===== config.mk =====
export PLATFORM = sky130hd
export DESIGN_NAME = vpc_iter_predictor
export DESIGN_NICKNAME = d
export VERILOG_FILES = /design/src/rtl/vpc_pkg.sv /design/src/rtl/vpc_salt_rom.sv /design/src/rtl/vpc_iter_ctrl.sv /design/src/rtl/vpc_vstate.sv /design/src/rtl/vpc_iter_predictor.sv
export SDC_FILE = /design/constraint.sdc
export NUM_CORES = 1
export LEC_CHECK = 0
export BUFFER_PORTS_ARGS = -buffer_cell sky130_fd_sc_hd__buf_4
export CORE_MARGIN = 10
export CORE_UTILIZATION = 52
export DETAILED_ROUTE_END_ITERATION = 8
export GPL_TIMING_DRIVEN = 1
export PLACE_DENSITY = 0.84
export SLEW_MARGIN = 20
export SYNTH_ARGS = -nofsm -noshare
export SYNTH_HDL_FRONTEND = slang
export SYNTH_HIERARCHICAL = 1
export SYNTH_SLANG_ARGS = --single-unit

===== constraint.sdc =====
create_clock -name clk -period 2.5 [get_ports clk]
set_clock_uncertainty 0.05 [all_clocks]
set_input_delay 0.25 -clock clk [delete_from_list [all_inputs] [get_ports clk]]
set_output_delay 0.25 -clock clk [all_outputs]
set_load 0.03 [all_outputs]

===== src/rtl/vpc_pkg.sv =====
// Package: shared types and the salt generator for the virtual-PC predictor.
// Assumes salts are consumed at 32 bits or truncated by the user.
package vpc_pkg;

    typedef enum logic {
        ST_IDLE = 1'b0,
        ST_RUN  = 1'b1
    } vpc_state_t;

    // Pseudo-random salt for iteration k: an odd-multiplier scramble keeps
    // every k below 2^32 distinct, the fixed XOR keeps S(k) away from zero.
    function automatic logic [31:0] salt_of(input int unsigned k);
        logic [31:0] prod;
        prod = 32'(k) * 32'h9E3779B9;
        return prod ^ 32'h5A5A0000;
    endfunction

endpackage


===== src/rtl/vpc_salt_rom.sv =====
// Module: constant table of per-iteration salts, one entry per iteration.
// Assumes idx is 1-based; an out-of-range index reads as zero.
module vpc_salt_rom #(
    parameter int ADDR_W   = 32,
    parameter int MAX_ITER = 12,
    parameter int ITER_W   = $clog2(MAX_ITER + 1)
) (
    input  logic [ITER_W:0]   idx,
    output logic [ADDR_W-1:0] salt
);
    import vpc_pkg::*;

    logic [ADDR_W-1:0] table_q [MAX_ITER];

    // Build the hard-wired entries, one per iteration number.
    for (genvar g = 0; g < MAX_ITER; g++) begin : g_entry
        assign table_q[g] = ADDR_W'(salt_of(g + 1));
    end

    // Select the entry for the requested iteration.
    always_comb begin
        salt = '0;
        for (int i = 0; i < MAX_ITER; i++) begin
            if (int'(idx) == i + 1) salt = table_q[i];
        end
    end

endmodule


===== src/rtl/vpc_iter_ctrl.sv =====
// Module: idle/run sequencer and iteration counter.
// Decides each cycle whether the search wins, gives up, or advances.
// Assumes btb_hit/dir_taken answer the lookup of the same cycle.
module vpc_iter_ctrl #(
    parameter int MAX_ITER = 12,
    parameter int ITER_W   = $clog2(MAX_ITER + 1)
) (
    input  logic              clk,
    input  logic              rst_n,
    input  logic              flush,
    input  logic              req_valid,
    input  logic              btb_hit,
    input  logic              dir_taken,
    output logic              req_ready,
    output logic              running,
    output logic              start,
    output logic              advance,
    output logic              hit_take,
    output logic              give_up,
    output logic [ITER_W-1:0] iter
);
    import vpc_pkg::*;

    vpc_state_t state_q;
    logic       at_last;

    // Decode the handshake and the outcome of the current lookup.
    always_comb begin
        running   = (state_q == ST_RUN);
        req_ready = !running && !flush;
        start     = req_valid && req_ready;
        at_last   = (iter == ITER_W'(MAX_ITER));
        hit_take  = running && btb_hit && dir_taken;
        give_up   = running && !hit_take && (!btb_hit || at_last);
        advance   = running && !hit_take && !give_up;
    end

    // Sequence state and iteration number; flush has priority.
    always_ff @(posedge clk) begin
        if (!rst_n || flush) begin
            state_q <= ST_IDLE;
            iter    <= '0;
        end else if (start) begin
            state_q <= ST_RUN;
            iter    <= ITER_W'(1);
        end else if (hit_take || give_up) begin
            state_q <= ST_IDLE;
        end else if (advance) begin
            iter <= iter + ITER_W'(1);
        end
    end

endmodule


===== src/rtl/vpc_vstate.sv =====
// Module: virtual PC and virtual history registers.
// The next lookup address is formed from the saved PC and the next salt
// during the current lookup, so the lookup port is driven from flops only.
module vpc_vstate #(
    parameter int ADDR_W = 32,
    parameter int HIST_W = 16
) (
    input  logic              clk,
    input  logic              rst_n,
    input  logic              start,
    input  logic              advance,
    input  logic [ADDR_W-1:0] req_pc,
    input  logic [HIST_W-1:0] req_ghr,
    input  logic [ADDR_W-1:0] next_salt,
    output logic [ADDR_W-1:0] vaddr,
    output logic [HIST_W-1:0] vhist
);
    logic [ADDR_W-1:0] base_pc;

    // Load on request, step on each not-taken iteration.
    always_ff @(posedge clk) begin
        if (!rst_n) begin
            base_pc <= '0;
            vaddr   <= '0;
            vhist   <= '0;
        end else if (start) begin
            base_pc <= req_pc;
            vaddr   <= req_pc;
            vhist   <= req_ghr;
        end else if (advance) begin
            vaddr <= base_pc ^ next_salt;
            vhist <= {vhist[HIST_W-2:0], 1'b0};
        end
    end

endmodule


===== src/rtl/vpc_iter_predictor.sv =====
// Module: top of the virtual-PC iterative indirect target predictor.
// Drives one lookup per cycle into external direction and target predictors
// and reports either a target with its iteration number or a stall.
// Assumes the external predictors answer combinationally within the cycle.
module vpc_iter_predictor #(
    parameter int ADDR_W   = 32,
    parameter int HIST_W   = 16,
    parameter int MAX_ITER = 12,
    parameter int ITER_W   = $clog2(MAX_ITER + 1)
) (
    input  logic              clk,
    input  logic              rst_n,
    input  logic              flush,
    input  logic              req_valid,
    output logic              req_ready,
    input  logic [ADDR_W-1:0] req_pc,
    input  logic [HIST_W-1:0] req_ghr,
    output logic              lk_valid,
    output logic [ADDR_W-1:0] lk_addr,
    output logic [HIST_W-1:0] lk_hist,
    input  logic              btb_hit,
    input  logic [ADDR_W-1:0] btb_target,
    input  logic              dir_taken,
    output logic              pred_valid,
    output logic [ADDR_W-1:0] pred_target,
    output logic [ITER_W-1:0] pred_iter,
    output logic              stall_out
);
    logic              running, start, advance, hit_take, give_up;
    logic [ITER_W-1:0] iter;
    logic [ADDR_W-1:0] next_salt;
    logic [ITER_W:0]   next_idx;

    vpc_iter_ctrl #(.MAX_ITER(MAX_ITER), .ITER_W(ITER_W)) u_ctrl (
        .clk(clk), .rst_n(rst_n), .flush(flush), .req_valid(req_valid),
        .btb_hit(btb_hit), .dir_taken(dir_taken), .req_ready(req_ready),
        .running(running), .start(start), .advance(advance),
        .hit_take(hit_take), .give_up(give_up), .iter(iter)
    );

    // Salt for the iteration that follows the current one.
    assign next_idx = {1'b0, iter} + (ITER_W + 1)'(1);

    vpc_salt_rom #(.ADDR_W(ADDR_W), .MAX_ITER(MAX_ITER), .ITER_W(ITER_W)) u_rom (
        .idx(next_idx), .salt(next_salt)
    );

    vpc_vstate #(.ADDR_W(ADDR_W), .HIST_W(HIST_W)) u_vst (
        .clk(clk), .rst_n(rst_n), .start(start), .advance(advance),
        .req_pc(req_pc), .req_ghr(req_ghr), .next_salt(next_salt),
        .vaddr(lk_addr), .vhist(lk_hist)
    );

    assign lk_valid = running;

    // Register the outcome as a one-cycle pulse; flush cancels it.
    always_ff @(posedge clk) begin
        if (!rst_n) begin
            pred_valid  <= 1'b0;
            stall_out   <= 1'b0;
            pred_target <= '0;
            pred_iter   <= '0;
        end else begin
            pred_valid <= hit_take && !flush;
            stall_out  <= give_up && !flush;
            if (hit_take) begin
                pred_target <= btb_target;
                pred_iter   <= iter;
            end
        end
    end

endmodule


Word level (Yosys, flattened, before mapping)
Index checks and enable logic that the tools add are counted.

Word-level logic and storage cells: 72. Output and inout port bits: 88. Register bits: 123.

Equality and inequality tests: 14. $add $sub $neg: 2. Reduce and logical (&&, ||, !) cells: 23. Bitwise operators: 2. Mux-type cells: 21.

Operators by type and width (number): $mux W32 (14); $mux W16 (2); $xor A32 B32 Y32 (1); $eq A5 B5 Y1 const B (5); $eq A5 B4 Y1 const B (4); $eq A5 B3 Y1 const B (2); $logic_and A1 B1 Y1 (9); $logic_not A1 Y1 (6); $add A4 B1 Y5 const B (1); $eq A5 B2 Y1 const B (1); $mux W1 (5); $add A4 B1 Y4 const B (1); $eq A4 B4 Y1 const B (1); $reduce_and A2 Y1 (2); $reduce_bool A2 Y1 (2); $logic_or A1 B1 Y1 (3); $ne A2 B2 Y1 const B (1); $reduce_or A2 Y1 (1); $not A1 Y1 (1).

Logic depth before layout (Yosys ltp)
Gate-level depths: netlist of run 1.

Word-level depth: 17. Depth in mapped cells: 10. Mapped depth without buffers: 7.

Hierarchy
Netlist of run 1, hierarchy kept.

Modules (own cells, without submodules): vpc_vstate (cells an instance 353, seq. area each 1601.5 µm², area each 3698.5 µm², times used 1); vpc_iter_predictor (cells an instance 126, seq. area each 760.7 µm², area each 1496.4 µm², times used 1); vpc_salt_rom (cells an instance 85, seq. area each 0.0 µm², area each 518.0 µm², times used 1); vpc_iter_ctrl (cells an instance 36, seq. area each 100.1 µm², area each 317.8 µm², times used 1).

Least setup slack after synthesis of run 1
Ideal clock, no wire load.

Kind: flip-flop to flip-flop. Start point: reg u_ctrl.iter[0]. End point: reg u_vst.vaddr[29]. Cell stages (with the launch flop): 10. Path buffers: 3. Library setup time: 133 ps. Setup slack: 353 ps. Required time: 2317 ps. Data arrival time: 1964 ps. Cells stage by stage: dfxtp_1 -> ha_1 -> xor2_1 -> clkbuf_1 -> clkbuf_1 -> nor3_1 -> nor4_1 -> buf_4 -> xnor2_1 -> o221ai_1.

Longest elaborated chain between the ends: 16. Elaborated cells on any way between the ends: 32.

RTL lines: start, declared (RTL line vpc_iter_ctrl.sv:20) `output logic [ITER_W-1:0] iter`; start signal, assigned (RTL line vpc_iter_ctrl.sv:49) `iter <= iter + ITER_W'(1);`; $add A4 B1 Y5 (*) (RTL line vpc_iter_predictor.sv:42) `assign next_idx = {1'b0, iter} + (ITER_W + 1)'(1);`; named net next_idx[2] (RTL line vpc_iter_predictor.sv:32) `logic [ITER_W:0] next_idx;`; $eq A5 B3 Y1 (RTL line vpc_salt_rom.sv:24) `if (int'(idx) == i + 1) salt = table_q[i];`; $mux W32 (10 in a row) (RTL line vpc_salt_rom.sv:24); $mux W32 (*) (RTL line vpc_salt_rom.sv:24); named net next_salt[29] (RTL line vpc_iter_predictor.sv:31) `logic [ADDR_W-1:0] next_salt;`; $xor A32 B32 Y32 (*) (RTL line vpc_vstate.sv:31) `vaddr <= base_pc ^ next_salt;`; $mux W32 (*) (RTL line vpc_vstate.sv:30) `end else if (advance) begin`; $mux W32 (*) (RTL line vpc_vstate.sv:26) `end else if (start) begin`; end signal, assigned (RTL line vpc_vstate.sv:28) `vaddr <= req_pc;`; end signal, assigned (RTL line vpc_vstate.sv:31); end, declared (RTL line vpc_vstate.sv:15) `output logic [ADDR_W-1:0] vaddr,`.

Mark *: on every way through the listed nets, which the timed path passes. The rest lies on a longest branch. The select of a mux whose other input is x is not followed. A chain may end at the register's enable or synchronous reset.

Worst setup path after layout of run 1
Start point: reg u_ctrl.iter[0]. End point: reg u_vst.vaddr[11].

Longest elaborated chain between the ends: 17. Elaborated cells on any way between the ends: 34.

RTL lines (RTL line): $add A4 B1 Y5 (*) (vpc_iter_predictor.sv:42); named net next_idx[1] (vpc_iter_predictor.sv:32); $eq A5 B2 Y1 (vpc_salt_rom.sv:24); $mux W32 (11 in a row) (vpc_salt_rom.sv:24); $mux W32 (*) (vpc_salt_rom.sv:24); named net next_salt[11] (vpc_iter_predictor.sv:31); $xor A32 B32 Y32 (*) (vpc_vstate.sv:31); $mux W32 (*) (vpc_vstate.sv:30); $mux W32 (*) (vpc_vstate.sv:26).

Marked as above.

==> results.json, run 1 <==
{
  "status": "complete, no violations",
  "layout_common_cells": "187 x buf_4, 123 x dfxtp_1, 73 x nor2b_1, 68 x mux2i_1, 52 x nand2b_1",
  "grt-ovfl-total": 0,
  "maxCapViolCount": 0,
  "post_cts_buffers": 0,
  "wl_per_cell_um": 17.69,
  "post_cts_resized": 0,
  "grt_pass1_vias": 5208,
  "synth_cells": 600,
  "crit_path_end_kind": "flip-flop",
  "grt_setup_unrepaired": "no",
  "synth_area_leader_cell": "dfxtp_1",
  "numCtsBuffers": 17,
  "synth_xor_area_share_pct": 5.083,
  "ys_warn_count": 6,
  "min_period_ps": 2318,
  "synthFlopType": "dfxtp_1",
  "drtPass1Iterations": 5,
  "synth-edff-count": 0,
  "drive_above_1_share_pct": 32.15,
  "ys_seq_area_share_pct": 40.83,
  "relSlewSlack_pct": 53.03,
  "drt-total-wl_um": 16010,
  "syn-num-nets": 689,
  "placed_area_um2": 7288,
  "crit_required_ps": 2710,
  "yosys-top-cells-area": "dfxtp_1 41%, mux2i_1 11%, nor2b_1 7.6%",
  "synth_top_family_by_area": "simple AND/OR/NAND/NOR gates",
  "clock-root-buffer": "clkbuf_16",
  "max_freq_mhz": 431.5,
  "synth_top_area_share_pct": 40.83,
  "grt_pass1_wl_um": 25830,
  "hold_viol": 0,
  "ys_ff_latch": 123,
  "htree_levels": 4,
  "cts_tree": "done",
  "synth.area.mux_share_pct": 14.65,
  "synth_area_um2": 6031,
  "io_buffers": 173,
  "worst-setup-path-type": "reg2reg",
  "path_buf_inv": 0,
  "hold_path.class": "in2reg",
  "syn_avg_cell_area_um2": 10.05,
  "r2r_slack_ps": 180,
  "whs_ps": 31.88,
  "fp-row-count": 39,
  "first_iter_violations": 215,
  "vdd_ir_drop_max_mv": 0.4482,
  "slowest_delay_ps": 550,
  "synth-compound-area-share_pct": 10.91,
  "clockBufferDepth": 2,
  "fp.dieH_um": 127.7,
  "drc": 0,
  "async_reset_ff_share_pct": 0,
  "place.gp.congestion": 0.8436,
  "synthAdderAreaFrac_pct": 0.6224,
  "cts_sinks": 123,
  "finalMaxSlewViolations": 0,
  "grt_max_degree": 56,
  "nNetsFinal": 839,
  "cts_hold_buf": 0,
  "final_common_cell": "buf_4",
  "setup_viol": 0,
  "via_per_inst": 5.431,
  "r2r_start": "u_ctrl/iter[0]",
  "ioPinCount": 174,
  "core-area_um2": 11370,
  "hold_path_depth": 3,
  "place.detailed.hpwl_um": 11750,
  "grt_usage_pct": 19.28,
  "final_area_um2": 7914,
  "r2r_end": "u_vst/vaddr[11]",
  "ant_nets": 0,
  "worstMarginPinSlew_ps": 704.6,
  "powerDensity_nw_per_um2": 665.1,
  "r2r_cells": 6,
  "diodes": 0,
  "antenna_found_initial": 0,
  "cp_top_family": "simple AND/OR/NAND/NOR gates",
  "routed-via-count": 4915,
  "path_cells": "ha_1 -> nor2b_1 -> or3b_2 -> a31oi_1 -> xnor2_1 -> o221ai_1",
  "ys_types": 53,
  "crit_arrival_ps": 2530,
  "min_to": "u_vst/vaddr[4]",
  "min_from": "req_pc[4]",
  "die_x_um": 127.7,
  "yosys.area_share.simple_pct": 21.39,
  "path_max_fanout": 12,
  "die_area_um2": 16300,
  "worstSkewPairLatency_ps": 410,
  "startpoint_type": "flip-flop",
  "syn_to_final_growth_pct": 31.22,
  "leakagePower_nw": 3.338,
  "initial_core_util_pct": 53.04,
  "clk_pin_slew_worst_paths_ps": 50,
  "cpMaxStageDelayCell": "ha_1",
  "post-route-period-util_pct": 92.71,
  "tns_ps": 0
}
==> through the flow <==
step,total power [mW],utilization (%),setup WS [ps],instances
after floorplan,2.566,-,353.4,600
after global placement,2.805,64.10,196.5,874
after detailed placement,2.829,64.10,79.88,874
after CTS,5.305,69.45,45.24,905
after global routing,5.451,69.60,48.95,905
final,5.264,69.60,182.3,905
==> where the power goes <==
| group | switching [mW] | internal (mW) |
|---|---|---|
| registers | 0.0560 | 2.04 |
| clock network | 0.833 | 1.64 |
| logic | 0.350 | 0.339 |
==> Yosys cell counts (5+ instances only) <==
cell type and instances:
a21oi_1 11, and3_1 5, buf_2 19, buf_4 10, clkbuf_1 18, dfxtp_1 123
mux2_2 6, mux2_4 9, mux2i_1 68, nand2_1 10, nand2b_1 52, nand3_1 34
nor2_1 8, nor2b_1 73, nor3_1 5, o211a_1 16, o221ai_1 32, xnor2_1 34
==> worst register-to-register path, cell delays in order, from the launching register on <==
cell,delay [ps]
dfxtp_1,380
ha_1,550
nor2b_1,170
or3b_2,460
a31oi_1,270
xnor2_1,160
o221ai_1,140
==> logic make-up after synthesis <==
family,after synthesis
and+or+nand+nor,213
DFF,123
muxes,83
AOI/OAI and AO/OA,80
buffers and inverters,63
xor gates and xnor gates,35
adders and majority gates,3
==> how the worst max path moves through the flow <==
| stage | start | cells after the start | to | slack, ps |
|---|---|---|---|---|
| final | u_ctrl/iter[0] | 6 | u_vst/vaddr[11] | 180 |
| after global routing | u_ctrl/iter[0] | 8 | u_vst/vaddr[18] | 50 |
| after CTS | u_ctrl/iter[0] | 8 | u_vst/vaddr[15] | 50 |
| after detailed placement | u_ctrl/iter[0] | 8 | u_vst/vaddr[15] | 80 |
| after global placement | u_ctrl/iter[1] | 8 | u_vst/vaddr[15] | 200 |
| after floorplan | u_ctrl/iter[0] | 9 | u_vst/vaddr[29] | 350 |
==> layout make-up <==
class	instances	area, µm²
Inverter	4	15.01
Tap cell	143	178.9
Clock inverter	6	82.58
Fill cell	869	3456
Sequential cell	123	2462
Clock buffer	25	525.5
Multi-Input combinational cell	414	3194
Timing Repair Buffer	190	1455
==> registers in the layout, summed over array words and instances (netlist names), 4 cells and up <==
signal         flops
pred_iter          4
u_vst/vaddr       32
u_vst/vhist       16
u_vst/base_pc     32
pred_target       32
u_ctrl/iter        4
==> per-layer routing <==
| metal | track usage [%] | part of all wire (%) |
|---|---|---|
| met3 | 8.892 | 9.6 |
| met4 | 7.483 | 1.7 |
| met2 | 31.88 | 48 |
| met1 | 21.13 | 40 |
| met5 | 0 | 0 |
No activity file was read; power rests on OpenSTA's default activity.
==> run 2: changes to the inputs <==
--- a/config.mk
+++ b/config.mk
@@ -10,7 +10,9 @@
 export CORE_UTILIZATION = 52
 export DETAILED_ROUTE_END_ITERATION = 8
 export GPL_TIMING_DRIVEN = 1
+export MAX_ROUTING_LAYER = met4
 export PLACE_DENSITY = 0.84
+export SKIP_CTS_REPAIR_TIMING = 1
 export SLEW_MARGIN = 20
 export SYNTH_ARGS = -nofsm -noshare
 export SYNTH_HDL_FRONTEND = slang
==> run 2 against run 1 <==
Via count stayed put. First-iteration DRC count shrank 4.2%. Worst setup slack got worse by 26 ps. Total power is 2.2% higher. Wire length is 1.2% higher. Cell count shrank 0.11%. Critical path depth unchanged. Register-to-register slack worse by 30 ps. Sequential share of layout area shrank 0.12 points. Combinational power about the same. Clock-buffer cell count is 1 lower. Die area unchanged. Critical endpoint unchanged.
==> results.json, run 2 (synthesis results as in run 1) <==
{
  "nNetsFinal": 839,
  "path_cells": "ha_1 -> nor2b_1 -> or3b_2 -> a31oi_1 -> xnor2_1 -> o221ai_1",
  "status": "complete, no violations",
  "worstSkewPairLatency_ps": 410,
  "swShare_pct": 23.37,
  "grt_pass1_wl_um": 25720,
  "internal_power_mw": 4.121,
  "grt_max_degree": 83,
  "cts_sinks": 123,
  "antenna_found_initial": 0,
  "hold_path.class": "in2reg",
  "diodes": 0,
  "core-area_um2": 11370,
  "place.gp.congestion": 0.9158,
  "slowest_delay_ps": 540,
  "clk_pin_slew_worst_paths_ps": 50,
  "maxCapViolCount": 0,
  "path_max_fanout": 12,
  "cpMaxStageDelayCell": "ha_1",
  "wl_per_cell_um": 17.92,
  "initial_core_util_pct": 53.04,
  "final_common_cell": "buf_4",
  "startpoint_type": "flip-flop",
  "fp-row-count": 39,
  "p_comb_share_pct": 12.8,
  "min_period_ps": 2343,
  "first_iter_violations": 206,
  "routed-via-count": 4915,
  "grt_pass1_vias": 5154,
  "clock-root-buffer": "clkbuf_16",
  "place.detailed.hpwl_um": 11790,
  "crit_path_end_kind": "flip-flop",
  "totalPowerFinal_mw": 5.377,
  "path_buf_inv": 0,
  "relSlewSlack_pct": 52.29,
  "setup_viol": 0,
  "hold_viol": 0,
  "crit_required_ps": 2730,
  "via_per_inst": 5.437,
  "htree_levels": 4,
  "netSwitchingPower_mw": 1.257,
  "die_area_um2": 16300,
  "powerDensity_nw_per_um2": 676.9,
  "tns_ps": 0,
  "ant_nets": 0,
  "drtPass1Iterations": 5,
  "post-route-period-util_pct": 93.73,
  "vdd_ir_drop_max_mv": 0.4963,
  "grt-ovfl-total": 0,
  "io_buffers": 173,
  "max_freq_mhz": 426.7,
  "numCtsBuffers": 17,
  "worstMarginPinSlew_ps": 715.6,
  "syn_to_final_growth_pct": 31.72,
  "layout_common_cells": "187 x buf_4, 123 x dfxtp_1, 73 x nor2b_1, 68 x mux2i_1, 52 x nand2b_1",
  "drive_above_1_share_pct": 32.19,
  "drt-total-wl_um": 16200,
  "worst-setup-path-type": "reg2reg",
  "top_regs": "pred_target (32), u_vst/base_pc (32), u_vst/vaddr (32)",
  "clockBufferDepth": 2,
  "ioPinCount": 174,
  "seqPwrFrac_pct": 39.0,
  "cp_top_family": "simple AND/OR/NAND/NOR gates",
  "leakagePower_nw": 3.349,
  "die_x_um": 127.7,
  "finalMaxSlewViolations": 0,
  "drc": 0,
  "power.share.clock_pct": 48.2,
  "grt_usage_pct": 19.87,
  "grt_setup_unrepaired": "no",
  "fp.dieH_um": 127.7,
  "cts_tree": "done",
  "crit_arrival_ps": 2570
}
[run 2: cell count changes in the layout (fill, tap and decap cells not counted)]
cell	delta
bufinv_16	+1
buf_12	+1
clkbuf_1	-1
buf_6	-1
clkinv_2	-1
[run 2: through the flow]
stage               util (%)  area, µm²  cells  setup slack, ps  hold WS (ps)
floorplan                  -       6031    600            353.4         339.8
global placement       64.21       7301    874            173.4         442.1
detailed placement     64.21       7301    874            97.00         457.0
CTS                    69.75       7930    904            84.75         19.43
global route           69.87       7944    904            20.86         30.26
finish                 69.87       7944    904            156.7         33.35
[run 2: path summary, 6_finish.rpt]
check / startpoint / depth (start not counted) / slack, ps / to
worst min-delay path: req_pc[19] / 3 / 30 / u_vst/vaddr[19]
worst min register to register: pred_target[10] / 2 / 470 / pred_target[10]
worst max-delay path: u_ctrl/iter[0] / 6 / 160 / u_vst/vaddr[11]
worst max register to register: u_ctrl/iter[0] / 6 / 160 / u_vst/vaddr[11]
[run 2: area by class of cell]
cell class | count | area [µm²]
flip-flops and latches | 123 | 2462
inverters | 4 | 15.01
multi-input cells | 414 | 3194
clock buffers | 24 | 521.8
well taps | 143 | 178.9
clock inverters | 6 | 107.6
fillers | 873 | 3426
repair buffers | 190 | 1464
[run 2: power by group through the flow]
| stage | combinational [mW] | clock [mW] | sequential, mW |
|---|---|---|---|
| finish | 0.689 | 2.59 | 2.10 |
| CTS | 0.693 | 2.63 | 2.10 |
| detailed placement | 0.690 | 0 | 2.14 |
| floorplan | 0.330 | 0 | 2.24 |
| global placement | 0.671 | 0 | 2.13 |
| global route | 0.742 | 2.72 | 2.11 |
[run 2: worst register-to-register path, cell delays in order (launching register included)]
cell      delay (ps)
dfxtp_1          370
ha_1             540
nor2b_1          180
or3b_2           470
a31oi_1          320
xnor2_1          170
o221ai_1         120
[run 2: routing by layer]
layer	part of all wire, %	vias to the layer above	track usage [%]
met5	0	-	-
met4	0.92	0	6.490
met3	9.5	17	8.850
met2	49	177	31.73
met1	41	2322	21.75
li1	-	2399	-
